===== src/rtl/pciwin_pkg.sv =====
package pciwin_pkg;

   // Register slot selected by the low two bits of the word index
   typedef enum logic [1:0] {
      SLOT_LOW   = 2'd0,
      SLOT_HIGH  = 2'd1,
      SLOT_REMAP = 2'd2,
      SLOT_NONE  = 2'd3
   } slot_e;

   localparam int WORDS_PER_WIN = 4;

   // Reset value of the low register of window idx
   function automatic logic [31:0] rst_low(input int idx);
      case (idx)
         0:       return 32'h080;
         1:       return 32'h090;
         2:       return 32'h790;
         3:       return 32'h100;
         4:       return 32'h110;
         5:       return 32'h120;
         default: return 32'h07F;   // extra windows come up invalid
      endcase
   endfunction

   // Reset value of the high register of window idx
   function automatic logic [31:0] rst_high(input int idx);
      case (idx)
         0:       return 32'h0F;
         1:       return 32'h1F;
         2:       return 32'h1F;
         3:       return 32'h0F;
         4:       return 32'h1F;
         5:       return 32'h2F;
         default: return 32'h00;
      endcase
   endfunction

endpackage


===== src/rtl/pciwin_regs.sv =====
module pciwin_regs
   import pciwin_pkg::*;
#(
   parameter int NUM_WIN = 6,
   parameter int LOW_W   = 15,
   parameter int HIGH_W  = 7,
   parameter int REMAP_W = 11,
   parameter int REG_AW  = 12
) (
   input  logic                       clk,
   input  logic                       rst_n,
   input  logic                       wr_en,
   input  logic                       rd_en,
   input  logic [REG_AW-1:0]          addr,
   input  logic [31:0]                wdata,
   output logic [31:0]                rdata,
   output logic [NUM_WIN*LOW_W-1:0]   low_q,
   output logic [NUM_WIN*HIGH_W-1:0]  high_q,
   output logic [NUM_WIN*REMAP_W-1:0] remap_q
);

   localparam int WORD_W = REG_AW - 2;
   localparam int SEL_W  = WORD_W - 2;

   logic [WORD_W-1:0] word;
   logic [SEL_W-1:0]  win_sel;
   slot_e             slot;
   logic              in_range;
   logic [31:0]       rd_val;

   assign word     = addr[REG_AW-1:2];
   assign win_sel  = word[WORD_W-1:2];
   assign slot     = slot_e'(word[1:0]);
   assign in_range = (int'(win_sel) < NUM_WIN);

   for (genvar i = 0; i < NUM_WIN; i++) begin : g_win
      localparam logic [31:0]      RST_LO = rst_low(i);
      localparam logic [31:0]      RST_HI = rst_high(i);
      localparam logic [SEL_W-1:0] MY_SEL = SEL_W'(i);

      logic [LOW_W-1:0]   low_r;
      logic [HIGH_W-1:0]  high_r;
      logic [REMAP_W-1:0] remap_r;
      logic               we;

      assign we = wr_en && in_range && (win_sel == MY_SEL);

      always_ff @(posedge clk) begin
         if (!rst_n) begin
            low_r   <= RST_LO[LOW_W-1:0];
            high_r  <= RST_HI[HIGH_W-1:0];
            remap_r <= RST_LO[REMAP_W-1:0];
         end else if (we) begin
            case (slot)
               SLOT_LOW: begin
                  low_r   <= wdata[LOW_W-1:0];
                  remap_r <= wdata[REMAP_W-1:0];
               end
               SLOT_HIGH:  high_r  <= wdata[HIGH_W-1:0];
               SLOT_REMAP: remap_r <= wdata[REMAP_W-1:0];
               default: ;
            endcase
         end
      end

      assign low_q[i*LOW_W +: LOW_W]       = low_r;
      assign high_q[i*HIGH_W +: HIGH_W]    = high_r;
      assign remap_q[i*REMAP_W +: REMAP_W] = remap_r;
   end

   always_comb begin
      rd_val = '0;
      for (int k = 0; k < NUM_WIN; k++) begin
         if (in_range && int'(win_sel) == k) begin
            case (slot)
               SLOT_LOW:   rd_val = 32'(low_q[k*LOW_W +: LOW_W]);
               SLOT_HIGH:  rd_val = 32'(high_q[k*HIGH_W +: HIGH_W]);
               SLOT_REMAP: rd_val = 32'(remap_q[k*REMAP_W +: REMAP_W]);
               default:    rd_val = '0;
            endcase
         end
      end
   end

   always_ff @(posedge clk) begin
      if (!rst_n)     rdata <= '0;
      else if (rd_en) rdata <= rd_val;
   end

endmodule


===== src/rtl/pciwin_calc.sv =====
module pciwin_calc #(
   parameter int NUM_WIN = 6,
   parameter int LOW_W   = 15,
   parameter int HIGH_W  = 7,
   parameter int UNIT_W  = 11,
   parameter int LEN_W   = 8
) (
   input  logic [NUM_WIN*LOW_W-1:0]  low_q,
   input  logic [NUM_WIN*HIGH_W-1:0] high_q,
   output logic [NUM_WIN-1:0]        win_valid,
   output logic [NUM_WIN*UNIT_W-1:0] win_start,
   output logic [NUM_WIN*LEN_W-1:0]  win_len
);

   for (genvar i = 0; i < NUM_WIN; i++) begin : g_calc
      logic [HIGH_W-1:0] lo_f;
      logic [HIGH_W-1:0] hi_f;
      logic              ok;

      assign lo_f = low_q[i*LOW_W +: HIGH_W];
      assign hi_f = high_q[i*HIGH_W +: HIGH_W];
      assign ok   = (lo_f <= hi_f);

      assign win_valid[i]                  = ok;
      assign win_start[i*UNIT_W +: UNIT_W] = low_q[i*LOW_W +: UNIT_W];
      assign win_len[i*LEN_W +: LEN_W]     = ok ? (LEN_W'(hi_f) + LEN_W'(1) - LEN_W'(lo_f))
                                                : '0;
   end

endmodule


===== src/rtl/pciwin_match.sv =====
module pciwin_match #(
   parameter int NUM_WIN = 6,
   parameter int CPU_AW  = 32,
   parameter int GRAN_LG = 21,
   parameter int UNIT_W  = 11,
   parameter int LEN_W   = 8,
   parameter int IDX_W   = 3
) (
   input  logic [CPU_AW-1:0]         cpu_addr,
   input  logic [NUM_WIN-1:0]        win_valid,
   input  logic [NUM_WIN*UNIT_W-1:0] win_start,
   input  logic [NUM_WIN*LEN_W-1:0]  win_len,
   input  logic [NUM_WIN*UNIT_W-1:0] remap_q,
   output logic                      hit,
   output logic [IDX_W-1:0]          hit_idx,
   output logic [CPU_AW-1:0]         pci_addr
);

   logic [UNIT_W-1:0]  unit;
   logic [NUM_WIN-1:0] in_win;
   logic [UNIT_W-1:0]  sel_start;
   logic [UNIT_W-1:0]  sel_remap;
   logic [UNIT_W-1:0]  pci_unit;

   assign unit = cpu_addr[CPU_AW-1:GRAN_LG];

   for (genvar i = 0; i < NUM_WIN; i++) begin : g_cmp
      logic [UNIT_W:0] u_ext;
      logic [UNIT_W:0] s_ext;
      logic [UNIT_W:0] e_ext;

      assign u_ext     = {1'b0, unit};
      assign s_ext     = {1'b0, win_start[i*UNIT_W +: UNIT_W]};
      assign e_ext     = s_ext + (UNIT_W+1)'(win_len[i*LEN_W +: LEN_W]);
      assign in_win[i] = win_valid[i] && (u_ext >= s_ext) && (u_ext < e_ext);
   end

   // Scan from the top so the lowest matching index is written last
   always_comb begin
      hit       = 1'b0;
      hit_idx   = '0;
      sel_start = '0;
      sel_remap = '0;
      for (int k = NUM_WIN - 1; k >= 0; k--) begin
         if (in_win[k]) begin
            hit       = 1'b1;
            hit_idx   = IDX_W'(k);
            sel_start = win_start[k*UNIT_W +: UNIT_W];
            sel_remap = remap_q[k*UNIT_W +: UNIT_W];
         end
      end
   end

   assign pci_unit = sel_remap + (unit - sel_start);
   assign pci_addr = hit ? {pci_unit, cpu_addr[GRAN_LG-1:0]} : '0;

endmodule


===== src/rtl/pciwin_decoder.sv =====
module pciwin_decoder #(
   parameter int NUM_WIN = 6,
   parameter int CPU_AW  = 32,
   parameter int GRAN_LG = 21,
   parameter int LOW_W   = 15,
   parameter int HIGH_W  = 7,
   parameter int REG_AW  = 12,
   localparam int UNIT_W = CPU_AW - GRAN_LG,
   localparam int LEN_W  = HIGH_W + 1,
   localparam int IDX_W  = (NUM_WIN > 1) ? $clog2(NUM_WIN) : 1
) (
   input  logic                      clk,
   input  logic                      rst_n,
   input  logic                      wr_en,
   input  logic                      rd_en,
   input  logic [REG_AW-1:0]         addr,
   input  logic [31:0]               wdata,
   output logic [31:0]               rdata,
   input  logic [CPU_AW-1:0]         cpu_addr,
   output logic                      hit,
   output logic [IDX_W-1:0]          hit_idx,
   output logic [CPU_AW-1:0]         pci_addr,
   output logic [NUM_WIN-1:0]        win_valid,
   output logic [NUM_WIN*UNIT_W-1:0] win_start,
   output logic [NUM_WIN*LEN_W-1:0]  win_len
);

   if (NUM_WIN < 1 || NUM_WIN * pciwin_pkg::WORDS_PER_WIN > (1 << (REG_AW - 2))) begin : g_bad_win
      $error("NUM_WIN does not fit the register space");
   end
   if (CPU_AW > 32 || GRAN_LG >= CPU_AW) begin : g_bad_aw
      $error("CPU_AW/GRAN_LG out of range");
   end
   if (UNIT_W > LOW_W || HIGH_W > UNIT_W || LEN_W > UNIT_W + 1 || LOW_W > 32) begin : g_bad_fields
      $error("field widths inconsistent");
   end

   logic [NUM_WIN*LOW_W-1:0]  low_q;
   logic [NUM_WIN*HIGH_W-1:0] high_q;
   logic [NUM_WIN*UNIT_W-1:0] remap_q;

   pciwin_regs #(
      .NUM_WIN(NUM_WIN), .LOW_W(LOW_W), .HIGH_W(HIGH_W),
      .REMAP_W(UNIT_W), .REG_AW(REG_AW)
   ) u_regs (
      .clk(clk), .rst_n(rst_n), .wr_en(wr_en), .rd_en(rd_en),
      .addr(addr), .wdata(wdata), .rdata(rdata),
      .low_q(low_q), .high_q(high_q), .remap_q(remap_q)
   );

   pciwin_calc #(
      .NUM_WIN(NUM_WIN), .LOW_W(LOW_W), .HIGH_W(HIGH_W),
      .UNIT_W(UNIT_W), .LEN_W(LEN_W)
   ) u_calc (
      .low_q(low_q), .high_q(high_q),
      .win_valid(win_valid), .win_start(win_start), .win_len(win_len)
   );

   pciwin_match #(
      .NUM_WIN(NUM_WIN), .CPU_AW(CPU_AW), .GRAN_LG(GRAN_LG),
      .UNIT_W(UNIT_W), .LEN_W(LEN_W), .IDX_W(IDX_W)
   ) u_match (
      .cpu_addr(cpu_addr), .win_valid(win_valid), .win_start(win_start),
      .win_len(win_len), .remap_q(remap_q),
      .hit(hit), .hit_idx(hit_idx), .pci_addr(pci_addr)
   );

endmodule


===== config.mk =====
export PLATFORM = sky130hd
export DESIGN_NAME = pciwin_decoder
export DESIGN_NICKNAME = d
export VERILOG_FILES = /design/src/rtl/pciwin_pkg.sv /design/src/rtl/pciwin_regs.sv /design/src/rtl/pciwin_calc.sv /design/src/rtl/pciwin_match.sv /design/src/rtl/pciwin_decoder.sv
export SDC_FILE = /design/constraint.sdc
export NUM_CORES = 1
export LEC_CHECK = 0
export BUFFER_PORTS_ARGS = -buffer_cell sky130_fd_sc_hd__buf_2
export CORE_AREA = 2 2 229 231
export CTS_BUF_LIST = sky130_fd_sc_hd__clkbuf_16
export CTS_CLUSTER_DIAMETER = 100
export DETAILED_ROUTE_END_ITERATION = 10
export DIE_AREA = 0 0 231 233
export GPL_TIMING_DRIVEN = 1
export MAX_ROUTING_LAYER = met4
export PLACE_DENSITY_LB_ADDON = 0.12
export SYNTH_ARGS = -nofsm -noshare
export SYNTH_HDL_FRONTEND = slang
export SYNTH_SLANG_ARGS = --single-unit

===== constraint.sdc =====
create_clock -name clk -period 11.8 [get_ports clk]
set_input_delay 1.77 -clock clk [delete_from_list [all_inputs] [get_ports clk]]
set_output_delay 1.77 -clock clk [all_outputs]
set_load 0.03 [all_outputs]

======== Word-level counts from Yosys, hierarchy flattened ========
Cells that the tools add are included.
cells by class
  $add $sub $neg .......................... 20
  order comparisons ....................... 19
  equality and inequality tests ........... 12
  multiplexer cells ....................... 43
  reduce and logical (&&, ||, !) cells .... 47
operators by type and width
  cell                                                                    number
  15-bit case mux with 3 select lines                                     6
  32-bit two-way mux                                                      7
  11-bit two-way mux                                                      12
  11-bit by 8-bit adder with 12-bit output                                6
  11-bit by 12-bit < comparator with 1-bit output                         6
  11-bit greater-or-equal comparator                                      6
  7-bit by 1-bit adder with 8-bit output (second input constant)          6
  8-bit two-way mux                                                       6
  8-bit by 7-bit subtractor with 8-bit output                             6
  7-bit less-or-equal comparator                                          6
  2-bit AND reduction                                                     18
  8-bit by 3-bit equality test with 1-bit output (second input constant)  4
  1-bit logical AND                                                       25
  8-bit by 2-bit equality test with 1-bit output (second input constant)  3
  3-bit two-way mux                                                       6
  8-bit by 4-bit equality test with 1-bit output (second input constant)  2
  8-bit logical NOT                                                       2
  11-bit adder                                                            1
  11-bit subtractor                                                       1
  8-bit by 1-bit equality test with 1-bit output (second input constant)  1
  8-bit by 3-bit < comparator with 1-bit output (second input constant)   1
  1-bit two-way mux                                                       6
  2-bit by 1-bit equality test with 1-bit output (second input constant)  1
  2-bit equality test (second input constant)                             1
  other kinds (2)                                                         2
word-level totals
  register bits after elaboration ......... 230
  input bits .............................. 80
  output and inout port bits .............. 188

======== Logic depth before layout (Yosys ltp) ========
  depth in word-level cells ............... 15
  mapped depth ............................ 44
  mapped depth without buffers ............ 42

======== By module ========
A second synthesis with hierarchy kept.
second synthesis, totals
  cell total of the unflattened synthesis .. 2612
  area, all modules ....................... 21157.8 µm²
by module, submodules not included
  module        instances  cells each  area an instance (µm²)
  pciwin_regs   1          1125        9977.1
  pciwin_match  1          939         7008.0
  pciwin_calc   1          548         4172.8

======== Least setup slack after synthesis ========
Ideal clock, no wire load.
  path type ............................... reg2out
  from .................................... register u_regs.g_win[5].low_r[5]
  to ...................................... output port pci_addr[31]
  arrival time ............................ 8626 ps
  required time ........................... 10030 ps
  setup slack ............................. 1404 ps
  stages on the path, launching flop included .. 36
  path buffers ............................ 2
  cell sequence ........................... dfxtp_1 inv_1 ha_1 a21o_1 a21oi_1 o211ai_1 and2_1 clkbuf_1 nor2b_1 ha_1 a211oi_1 o21ai_0 a31oi_1 xnor2_1 ha_1 a22o_1 nor4_1 o21ai_0 a221oi_1 o21ai_0 nor3_2 buf_2 a311oi_1 o311ai_0 o221ai_1 fa_1 inv_1 fa_1 nor2b_1 o2111ai_1 nand3_1 a41oi_1 xnor2_1 or4_4 o211ai_2 mux2i_1
between the ends
  cells in the longest elaborated chain, start to end .. 14
  elaborated cells between the ends (all ways) .. 29
  classes of those cells .................. add/sub (4); order compare (3); mux (20); reduce/logical (2)
RTL lines
  what                                               RTL line              source
  start, declared                                    pciwin_regs.sv:41     logic [LOW_W-1:0] low_r;
  start signal, assigned                             pciwin_regs.sv:50     low_r <= RST_LO[LOW_W-1:0];
  start signal, assigned                             pciwin_regs.sv:56     low_r <= wdata[LOW_W-1:0];
  7-bit less-or-equal comparator *                   pciwin_calc.sv:22     assign ok = (lo_f <= hi_f);
  8-bit two-way mux *                                pciwin_calc.sv:26     assign win_len[i*LEN_W +: LEN_W] = ok ? (LEN_W'(hi_f) + LEN_W'(1) - LEN_W'(lo_f))
  via win_len[41]                                    pciwin_decoder.sv:25  output logic [NUM_WIN*LEN_W-1:0] win_len
  11-bit by 8-bit adder with 12-bit output *         pciwin_match.sv:34    assign e_ext = s_ext + (UNIT_W+1)'(win_len[i*LEN_W +: LEN_W]);
  11-bit by 12-bit < comparator with 1-bit output *  pciwin_match.sv:35    assign in_win[i] = win_valid[i] && (u_ext >= s_ext) && (u_ext < e_ext);
  1-bit logical AND *                                pciwin_match.sv:35
  11-bit two-way mux (6 in series)                   pciwin_match.sv:45    if (in_win[k]) begin
  11-bit subtractor                                  pciwin_match.sv:54    assign pci_unit = sel_remap + (unit - sel_start);
  11-bit adder                                       pciwin_match.sv:54
  32-bit two-way mux *                               pciwin_match.sv:55    assign pci_addr = hit ? {pci_unit, cpu_addr[GRAN_LG-1:0]} : '0;
  end, declared                                      pciwin_decoder.sv:22  output logic [CPU_AW-1:0] pci_addr,
Mark *: on every way through the listed nets, which the timed path passes. The rest lies on a longest branch.

======== Worst setup path in the final report ========
  from .................................... register u_regs.g_win[4].low_r[6]
  to ...................................... output port pci_addr[31]
between the ends
  cells in the longest elaborated chain, start to end .. 13
  elaborated cells between the ends (all ways) .. 26
  classes of those cells .................. add/sub (4); order compare (3); mux (17); reduce/logical (2)
RTL lines
  what                                                                                                  RTL line
  start, declared                                                                                       pciwin_regs.sv:41
  start signal, assigned                                                                                pciwin_regs.sv:50
  start signal, assigned                                                                                pciwin_regs.sv:56
  8-bit by 7-bit subtractor with 8-bit output / 7-bit less-or-equal comparator (equally long branches)  pciwin_calc.sv:26, pciwin_calc.sv:22
  8-bit two-way mux                                                                                     pciwin_calc.sv:26
  11-bit by 8-bit adder with 12-bit output                                                              pciwin_match.sv:34
  11-bit by 12-bit < comparator with 1-bit output                                                       pciwin_match.sv:35
  1-bit logical AND                                                                                     pciwin_match.sv:35
  11-bit two-way mux (5 in series)                                                                      pciwin_match.sv:45
  11-bit subtractor                                                                                     pciwin_match.sv:54
  11-bit adder                                                                                          pciwin_match.sv:54
  32-bit two-way mux *                                                                                  pciwin_match.sv:55
Mark *: on every way between the ends. The rest lies on a longest branch, timed or not.

==> results.txt <==
status = finished, final reports clean
met2 usage = 0.461
H-Tree Depth = 1
I/O Buffers = 231
Pleak = 10.1 nW
drt pass-1 iters = 5
actual slew at the worst max-slew pin = 1.21 ns
final hold vios = 0
Initial Util = 0.397
clock skew = 0.0104 ns
Final min period = 11.29 ns
Die Footprint = 0.0538 mm2
Post-DP HPWL = 58.7 mm
Worst Hold Class = reg -> reg
Clock Tree Root = clkbuf_16
Max IR drop VDD = 0.0960 mV
GR Util met3 = 0.0444
Final nets = 3127
# rows = 83
GR met1 Demand/Resource = 0.400
FF+latch count, synth = 213
P&R area growth vs syn = 12.1%
initial antenna violation count = 3
adder-cell share of the synthesized area = 0.208
Max stage delay on crit path = 0.56 ns
Mean Syn Cell Area = 7.85 um2
Hold WS = 0.459 ns
Total Power = 0.00216 W
Mapped Area = 0.0203 mm2
crit start category = flip-flop
relative slew slack = 0.190
Clock Path Buffers = 3
Arr. time, crit path = 9.52 ns
MaxCap Viol Count = 0
Fmax = 0.0885 GHz
layout cell share with drive strength beyond 1 = 0.151
drt via density = 5.73
Synth Flop Type = dfxtp_1
initial DRC count = 1776
die extent in x = 231 um
kind of critical path = reg -> out
Chip Height = 233 um
XOR/XNOR Fraction of Synth Area = 0.0388
crit path buf inv count = 5
setup TNS = 0 ns
Ys Warns = 0
PD cells = 95.0 mW/mm2
Ports = 268
Yosys cell types = 79
final WL = 79.6 mm
clk_lat worst skew = 0.55 ns
Tcrit/Tclk final = 0.957
utilization after layout = 0.445
Slowest cell on crit path = fa_1
clock sink count = 213
post-cts hold buffer count = 0
Top delay family on crit path = compound AO/OA/AOI/OAI gates
Core ar. = 0.0511 mm2
global routing's busiest layer = met2
simple-gate share of the synthesized area = 0.178
RSZ-0062 raised after global routing = no
vias in the first global route = 18.8k
largest family of logic cells by synthesized area = compound AO/OA/AOI/OAI gates
CTS tree = built
dpl cells = 3370
Residual DRC = 0
final-report setup violation count = 0
Num CTS Buffers = 25
final global-route overflow total = 0
post-DR wirelength/cell = 23.2 um
Tot GR Track Use = 0.296
routability cong. = 0.934
fillers = 5154
post-route ant nets = 0
routed vias = 19.6k
clk slew on worst S/H paths = 0.06 ns
mux share of post-synthesis cell area = 0.0446
asr flop ratio synth = 0
register area share after synthesis = 0.210
CP Capture Type = output pin
compound-cell area share of the yosys netlist = 0.231
first-pass GRT wire length = 118 mm
Post-synth EDFFs = 0
Max Slew Vio Count = 0
synthesized instance count = 2585
CP max FO = 14
Final Non-Filler Cells = 3425
CP required = 10.03 ns
largest net degree at the start of global routing = 105
==> routing by layer <==
| layer | wire length, um | share of wire |
|---|---|---|
| met5 | 0 | 0 |
| met1 | 35900 | 0.45 |
| met2 | 35400 | 0.44 |
| met4 | 2290 | 0.029 |
| met3 | 5980 | 0.075 |
==> state kept, by name, indices dropped and copies added (netlist names) <==
signal / flops
u_regs.g_win.high_r: 42
u_regs.g_win.low_r: 90
u_regs.g_win.remap_r: 66
u_regs.rdata: 15
==> cell families (layout without fill, tap and decap cells) <==
logic type      Yosys count  in the layout
simple gates            804            804
compound gates          676            676
fa+ha+maj               323            323
buf+inv                 390            531
mux                      88             88
xor+xnor                 90             90
other cells               1             20
flops                   213            213
==> final timing paths <==
| kind | start | to | slack [ns] | depth (start not counted) |
|---|---|---|---|---|
| worst min-delay path | u_regs.g_win[2].low_r[13] | u_regs.g_win[2].low_r[13] | 0.46 | 2 |
| worst max-delay path | u_regs.g_win[4].low_r[6] | pci_addr[31] | 0.51 | 40 |
| worst max register to register | u_regs.g_win[2].low_r[5] | u_regs.rdata[5] | 9.61 | 8 |
| worst min register to register | u_regs.g_win[2].low_r[13] | u_regs.g_win[2].low_r[13] | 0.46 | 2 |
==> worst register-to-register path, cell delays in order (launching register included) <==
cell	delay (ns)
dfxtp_1	0.31
buf_4	0.17
mux2i_1	0.35
o21ai_0	0.14
a222oi_1	0.46
a21oi_1	0.15
nor2_1	0.30
nand2_1	0.09
o211a_1	0.13
==> cells in the mapped netlist (11+ instances only) <==
library cell / count / share of area
a211o_1: 12 / 0.0052
a21boi_0: 125 / 0.046
a21o_1: 50 / 0.018
a21oi_1: 126 / 0.031
a311oi_1: 18 / 0.0078
a31oi_1: 17 / 0.0052
and2_1: 34 / 0.010
buf_1: 11 / 0.0020
buf_4: 90 / 0.033
clkbuf_1: 108 / 0.020
dfxtp_1: 213 / 0.21
fa_1: 24 / 0.024
ha_1: 299 / 0.18
inv_1: 170 / 0.031
mux2i_1: 86 / 0.042
nand2_1: 403 / 0.075
nand2b_1: 27 / 0.0083
nand3_1: 47 / 0.012
nand4_1: 13 / 0.0040
nor2_1: 144 / 0.027
nor2b_1: 40 / 0.012
nor3_1: 52 / 0.013
o211a_1: 12 / 0.0059
o211ai_1: 53 / 0.020
o21a_1: 17 / 0.0063
o21ai_0: 97 / 0.024
o21bai_1: 19 / 0.0070
o221ai_1: 13 / 0.0056
o22ai_1: 23 / 0.0071
o311ai_0: 12 / 0.0052
xnor2_1: 67 / 0.029
xor2_1: 23 / 0.0099
==> through the flow <==
step                setup slack (ns)  area, um2
global route                 0.00407      22800
detailed placement             0.538      21800
finish                         0.506      22800
global placement               0.681      21800
floorplan                       1.40      20400
CTS                           0.0793      22600
==> final cells by class <==
| class | instances | area [um2] | share of cell area |
|---|---|---|---|
| Antenna cell | 3 | 7.51 | 0.000330 |
| Clock buffer | 25 | 626 | 0.0275 |
| Clock inverter | 20 | 205 | 0.00902 |
| Inverter | 171 | 642 | 0.0282 |
| Multi-Input combinational cell | 1998 | 14300 | 0.631 |
| Sequential cell | 213 | 4270 | 0.188 |
| Tap cell | 680 | 851 | 0.0374 |
| Timing Repair Buffer | 315 | 1810 | 0.0793 |
==> placed cells by master, fill, tap and decap left out, types with 53 or more instances in the layout <==
cell type	n
xnor2_1	67
nor2_1	143
a21oi_1	122
ha_1	298
nand2_1	403
mux2i_1	85
a21boi_0	125
buf_4	83
dfxtp_1	207
o21ai_0	96
buf_2	230
o211ai_1	53
inv_1	170
==> where the power goes <==
part / switching (W) / leakage [nW] / internal, W
Combinational: 0.000416 / 7.95 / 0.000211
Clock: 0.000340 / 0.419 / 0.000473
Sequential: 0.00000131 / 1.72 / 0.000721
Total: 0.000758 / 10.1 / 0.00141
==> timing repair <==
action	in CTS	in global routing
setup buffers	0	6
endpoints found under the setup margin	1	2
pin swaps	0	4
gates cloned	0	1
resized for setup	1	31
No activity file was read; power rests on OpenSTA's default activity.
